<file path="src/rtl/reload_timer.sv">
module reload_timer #(
  parameter int CNT_W = 32
) (
  input  logic             clk,
  input  logic             rst_n,
  input  logic             wr_en,
  input  logic [1:0]       addr,
  input  logic [CNT_W-1:0] wdata,
  output logic [CNT_W-1:0] rdata,
  input  logic             start,
  output logic             irq
);
  localparam int DIV_W = 10;
  localparam int FLAG_B = 8;
  localparam int IE_B = 5;

  logic [CNT_W-1:0] reload, cnt;
  logic [2:0]       rate;
  logic             ie, flag;
  logic [DIV_W-1:0] div, mask;
  logic             rate_ok, tick, run_tick, uflow;

  wire wr_rel = wr_en && addr == 2'd0;
  wire wr_cnt = wr_en && addr == 2'd1;
  wire wr_ctl = wr_en && addr == 2'd2;

  always_comb begin
    rate_ok = 1'b1;
    case (rate)
      3'd0: mask = 10'h003;
      3'd1: mask = 10'h00F;
      3'd2: mask = 10'h03F;
      3'd3: mask = 10'h0FF;
      3'd4: mask = 10'h3FF;
      default: begin mask = '0; rate_ok = 1'b0; end
    endcase
  end

  assign tick     = rate_ok && ((div & mask) == mask);
  assign run_tick = start && tick;
  assign uflow    = run_tick && cnt == '0 && !wr_cnt;

  always_ff @(posedge clk or negedge rst_n)
    if (!rst_n) div <= '0;
    else        div <= div + 1'b1;

  always_ff @(posedge clk or negedge rst_n)
    if (!rst_n)          reload <= '1;
    else if (wr_rel)     reload <= wdata;

  always_ff @(posedge clk or negedge rst_n)
    if (!rst_n)          cnt <= '1;
    else if (wr_cnt)     cnt <= wdata;
    else if (uflow)      cnt <= reload;
    else if (run_tick)   cnt <= cnt - 1'b1;

  always_ff @(posedge clk or negedge rst_n)
    if (!rst_n) begin
      rate <= '0;
      ie   <= 1'b0;
    end else if (wr_ctl) begin
      rate <= wdata[2:0];
      ie   <= wdata[IE_B];
    end

  always_ff @(posedge clk or negedge rst_n)
    if (!rst_n)                        flag <= 1'b0;
    else if (uflow)                    flag <= 1'b1;
    else if (wr_ctl && !wdata[FLAG_B]) flag <= 1'b0;

  always_comb begin
    rdata = '0;
    case (addr)
      2'd0: rdata = reload;
      2'd1: rdata = cnt;
      2'd2: begin
        rdata[2:0]    = rate;
        rdata[IE_B]   = ie;
        rdata[FLAG_B] = flag;
      end
      default: rdata = '0;
    endcase
  end

  assign irq = flag && ie;
endmodule


</file>
<file path="config.mk">
export PLATFORM = sky130hd
export DESIGN_NAME = reload_timer
export DESIGN_NICKNAME = d
export VERILOG_FILES = /design/src/rtl/reload_timer.sv
export SDC_FILE = /design/constraint.sdc
export NUM_CORES = 1
export LEC_CHECK = 0
export ABC_AREA = 0
export CAP_MARGIN = 5
export CORE_MARGIN = 4
export CORE_UTILIZATION = 45
export CTS_CLUSTER_SIZE = 12
export DETAILED_ROUTE_END_ITERATION = 12
export PLACE_DENSITY_LB_ADDON = 0.12
export REMOVE_ABC_BUFFERS = 1
export SLEW_MARGIN = 20
export SYNTH_ARGS = -nofsm -noshare
export SYNTH_HDL_FRONTEND = slang
export SYNTH_SLANG_ARGS = --single-unit
</file>
<file path="constraint.sdc">
create_clock -name clk -period 2.9 [get_ports clk]
set_input_delay 0.435 -clock clk [delete_from_list [all_inputs] [get_ports clk]]
set_output_delay 0.435 -clock clk [all_outputs]
set_load 0.03 [all_outputs]
</file>
Yosys cells after proc, flatten, opt, wreduce, memory -nomap -nowiden
Index checks and enable logic that the tools add are counted.

Add/subtract/negate cells: 2. Eq/ne operators: 7. Multiplexer cells: 13. Bitwise logic cells: 1. Reduce and logical (&&, ||, !) cells: 17.

Operators by type and width (number): $mux W32 (3); $pmux W10 S5 (1); $pmux W23 S2 (1); $logic_not A32 Y1 (1); $sub A32 B1 Y32 const B (1); $add A10 B1 Y10 const B (1); $and A10 B10 Y10 (1); $eq A10 B10 Y1 (1); $logic_and A1 B1 Y1 (9); $pmux W3 S3 (1); $pmux W2 S2 (2); $eq A3 B2 Y1 const B (2); $pmux W1 S3 (2); $reduce_or A5 Y1 (1); $eq A3 B1 Y1 const B (1); $eq A3 B3 Y1 const B (1); $logic_not A3 Y1 (1); $mux W1 (3); $reduce_bool A3 Y1 (1); $eq A2 B1 Y1 const B (1); $eq A2 B2 Y1 const B (1); $logic_not A1 Y1 (2); $logic_not A2 Y1 (1); $reduce_bool A2 Y1 (1).

Register bits: 79. Input bits: 38. Output and inout port bits: 33. Logic and storage cells: 46.

Longest topological paths before layout
Word-level depth: 10. Mapped depth: 11.

Least setup slack after synthesis
OpenSTA, ideal clock, no wires.

Kind: reg-to-reg. Start point: register cnt[0]. End point: register cnt[9]. Setup time: 0.078 ns. Arrival time: 2.565 ns. Path slack: 0.257 ns. Stages on the path, launching flop included: 12. Path buffers: 4. Clock period less this slack: 2.643 ns. Cells stage by stage: dfstp_2 > inv_1 > ha_1 > or4b_1 > clkbuf_1 > or2_1 > buf_2 > or4_4 > buf_6 > buf_6 > mux2i_1 > o22ai_1.

Word-level cells in the longest chain between the ends: 5. Elaborated cells on any way between the ends: 8.

Ends and longest elaborated chain: start, declared (RTL line 17) `logic [CNT_W-1:0] reload, cnt;`; start signal, assigned (RTL line 53) `else if (wr_cnt) cnt <= wdata;`; start signal, assigned (RTL line 54) `else if (uflow) cnt <= reload;`; start signal, assigned (RTL line 55) `else if (run_tick) cnt <= cnt - 1'b1;`; branches (longest 5 deep; another with $sub A32 B1 Y32).

Parallel ways; which one is timed is not known. The select of a mux whose other input is x is not followed. A chain may end at the register's enable or synchronous reset.

Worst setup path after layout
Start point: register cnt[12]. End point: register cnt[25].

Same word-level chain as after synthesis.

==> flow_metrics.env <==
export IMPL_run_status="finished clean"
export IMPL_detail_route_iter0_violations=185
export IMPL_critPathRequiredTime_ns=3.20
export IMPL_via_per_inst=5.800
export IMPL_clock_sinks=79
export IMPL_yosys_synthesis_warning_count=0
export IMPL_dpl_hpwl_mm=9.201
export IMPL_routed_wire_length_per_instance_um=18.42
export IMPL_routabilityCongestion=0.8756
export IMPL_final_slew_viol_count=0
export IMPL_antenna_violations_before_repair=0
export IMPL_ioPinCount=71
export IMPL_clk_latency_ns=0.36
export IMPL_irDropWorstVdd_mv=0.3057
export IMPL_critical_path_peak_fanout=22
export IMPL_crit_path_max_incr_delay_ns=0.73
export IMPL_fin_util=0.5596
export IMPL_max_clock_freq_ghz=0.3881
export IMPL_vias_in_the_first_global_route=4204
export IMPL_cellLeakagePower_nw=2.426
export IMPL_path_cells="or4_4 > or4_1 > or4_4 > nor2_2 > a221o_1"
export IMPL_grt_start_max_net_pins=66
export IMPL_max_slew_margin_rel=0.4519
export IMPL_grt_first_pass_wirelength_mm=21.67
export IMPL_area_growth_syn_to_layout_pct=20.51
export IMPL_drv_cap=0
export IMPL_port_buffer_count=70
export IMPL_design_die_area_um2=12470
export IMPL_layout_cells_most_common_list="sky130_fd_sc_hd__dfstp_2 (64), sky130_fd_sc_hd__nor2_1 (58), sky130_fd_sc_hd__buf_4 (58)"
export IMPL_async_flop_share=1.000
export IMPL_crit_buf_inv=0
export IMPL_global_route_usage_total=0.2130
export IMPL_finalSetupViolations=0
export IMPL_synth_distinct_cells=56
export IMPL_ys_dominant_reg_cell="sky130_fd_sc_hd__dfstp_2"
export IMPL_clock_tree_buffer_depth=2
export IMPL_core_region_area_um2=10420
export IMPL_total_power_mw=3.305
export IMPL_critical_path_slowest_cell="sky130_fd_sc_hd__or4_4"
export IMPL_nFillCells=970
export IMPL_drtAntennaViolNets=0
export IMPL_timing_clock_skew_ns=0.009730
export IMPL_cell_count_after_synthesis=503
export IMPL_ys_seq_area_frac=0.4252
export IMPL_post_route_min_period_ns=2.577
export IMPL_ys_ff_latch=79
export IMPL_type_of_the_setup_path_with_the_least_slack="reg2reg"
export IMPL_grt_remaining_overflow=0
export IMPL_clock_tree_root_cell="sky130_fd_sc_hd__clkbuf_8"
export IMPL_unrepaired_setup_endpoints_after_global_routing="false"
export IMPL_drtPass1Iterations=5
export IMPL_start_util=0.4644
export IMPL_wl_mm=13.10
export IMPL_critical_path_top_delay_family="simple AND/OR/NAND/NOR gates"
export IMPL_clock_slew_seen_by_the_registers_of_the_worst_setup_and_hold_paths_ns=0.08
export IMPL_cts_buffers_inserted=9
export IMPL_power_per_cell_area_nw_per_um2=566.9
export IMPL_avgSynthCellArea_um2=9.617
export IMPL_hold_class="in2async"
export IMPL_leading_cell_type_in_the_layout_fill_and_taps_excluded="sky130_fd_sc_hd__dfstp_2"
export IMPL_cts_repair_timing_setup_buffer_count=0
export IMPL_worst_setup_path_end_kind="register"
export IMPL_synth_edf_count=0
export IMPL_hold_vio_cnt_final=0
export IMPL_cts_tree="yes"
export IMPL_startpoint_type="register"
export IMPL_post_synth_instance_area_um2=4837
export IMPL_cpMostUsedCell="sky130_fd_sc_hd__or4_4"
export IMPL_die_w_um=111.7
export IMPL_cts_resized=0
export IMPL_htreeDepth=3
export IMPL_diodes=0
export IMPL_tightest_slew_ns=0.8222
export IMPL_die_y_um=111.7
export IMPL_std_cell_rows=37
export IMPL_finalNetCount=610
export IMPL_timing_critical_path_arrival_ns=2.87
export IMPL_finalCritPeriodShare=0.8885
export IMPL_vias=4124
export IMPL_drive_above_1_share=0.3165
export IMPL_remaining_drc_errors=0
export IMPL_postCtsHoldBufs=0
-- area by class of cell --
type | instances | area, µm² | area share
multi-input combinational | 374 | 2564 | 0.4398
sequential | 79 | 2057 | 0.3529
timing repair buffer | 96 | 820.8 | 0.1408
clock buffer | 16 | 180.2 | 0.03091
tap | 136 | 170.2 | 0.02919
inverter | 10 | 37.54 | 0.006439
-- layer usage --
| layer | vias to the layer above | GRT usage | wire length [µm] |
|---|---|---|---|
| met4 | 0 | 0.08029 | 206 |
| met3 | 20 | 0.04239 | 631 |
| met5 | - | 0 | 0 |
| li1 | 1972 | - | - |
| met2 | 103 | 0.3413 | 6306 |
| met1 | 2029 | 0.2854 | 5952 |
-- sequential cells by signal, summed over array words and instances, names as in the netlist --
name and flops:
flag 1, ie 1, rate 3, div 10
cnt 32, reload 32
-- path summary, 6_finish.rpt --
kind                       slack [ns]          to  startpoint  cells after the start
setup / recovery                 0.32     cnt[25]     cnt[12]                      5
hold / removal                   0.18      div[2]       rst_n                      1
setup reg to reg                 0.32     cnt[25]     cnt[12]                      5
hold reg to reg                  0.46      div[9]      div[9]                      1
max in group asynchronous        1.97  reload[12]       rst_n                      2
min in group clk                 0.46      div[9]      div[9]                      1
-- Yosys cell counts (3+ instances only) --
cell type                   instances  area share
sky130_fd_sc_hd__a211oi_1           3      0.0047
sky130_fd_sc_hd__a21oi_1           10       0.010
sky130_fd_sc_hd__a221o_1            5       0.010
sky130_fd_sc_hd__a2bb2oi_1         10       0.018
sky130_fd_sc_hd__a31oi_1            7      0.0091
sky130_fd_sc_hd__and2_1             3      0.0039
sky130_fd_sc_hd__buf_2              3      0.0031
sky130_fd_sc_hd__buf_6              4      0.0093
sky130_fd_sc_hd__clkbuf_1          31       0.024
sky130_fd_sc_hd__dfrtp_1           15       0.078
sky130_fd_sc_hd__dfstp_2           64        0.35
sky130_fd_sc_hd__inv_1             10      0.0078
sky130_fd_sc_hd__mux2_2            35       0.081
sky130_fd_sc_hd__mux2i_1           37       0.077
sky130_fd_sc_hd__nand2_1           39       0.030
sky130_fd_sc_hd__nand3_1            8      0.0083
sky130_fd_sc_hd__nand4_1            9       0.012
sky130_fd_sc_hd__nor2_1            58       0.045
sky130_fd_sc_hd__nor3_1            11       0.011
sky130_fd_sc_hd__nor4_1            16       0.021
sky130_fd_sc_hd__o211ai_2           3      0.0078
sky130_fd_sc_hd__o21ai_0           27       0.028
sky130_fd_sc_hd__o21ai_1            8      0.0083
sky130_fd_sc_hd__o22ai_1            8       0.010
sky130_fd_sc_hd__o31ai_1            5      0.0078
sky130_fd_sc_hd__or3_1              4      0.0052
sky130_fd_sc_hd__or4_1             11       0.017
sky130_fd_sc_hd__xnor2_1           10       0.018
sky130_fd_sc_hd__xor2_1            14       0.025
-- through the flow --
step / hold slack (ns) / cell area [µm²] / setup TNS, ns / cells / setup WS (ns)
2_1_floorplan: 0.1394 / 4653 / -15.63 / 463 / -0.4991
3_3_place_gp: 0.4488 / 5649 / 0 / 695 / 0.3828
5_1_grt: 0.2302 / 5829 / 0 / 711 / 0.1308
3_5_place_dp: 0.4498 / 5649 / 0 / 695 / 0.3343
6_report: 0.1778 / 5829 / 0 / 711 / 0.3234
4_1_cts: 0.1924 / 5829 / 0 / 711 / 0.3155
-- cell families (layout without fill, tap and decap cells) --
| kind of cell | after synthesis | count (layout) | synth area share |
|---|---|---|---|
| simple gates | 176 | 176 | 0.1831 |
| compound gates | 100 | 100 | 0.1392 |
| flops | 79 | 79 | 0.4252 |
| mux | 72 | 72 | 0.1580 |
| buf+inv | 50 | 122 | 0.04578 |
| xor+xnor | 24 | 24 | 0.04346 |
| fa+ha+maj | 2 | 2 | 0.005172 |
-- power breakdown --
group | total [mW] | switching (mW) | internal [mW]
logic | 0.863 | 0.449 | 0.414
registers | 1.66 | 0.244 | 1.42
clock network | 0.779 | 0.395 | 0.384
total | 3.30 | 1.09 | 2.22
-- worst reg2reg max path, delay by kind of cell (launching register included) --
family             cells  cell delay (ns)
AOI/OAI and AO/OA      1             0.19
DFF                    1             0.40
and+or+nand+nor        4             1.93
Power figures use the tool's default switching activity.
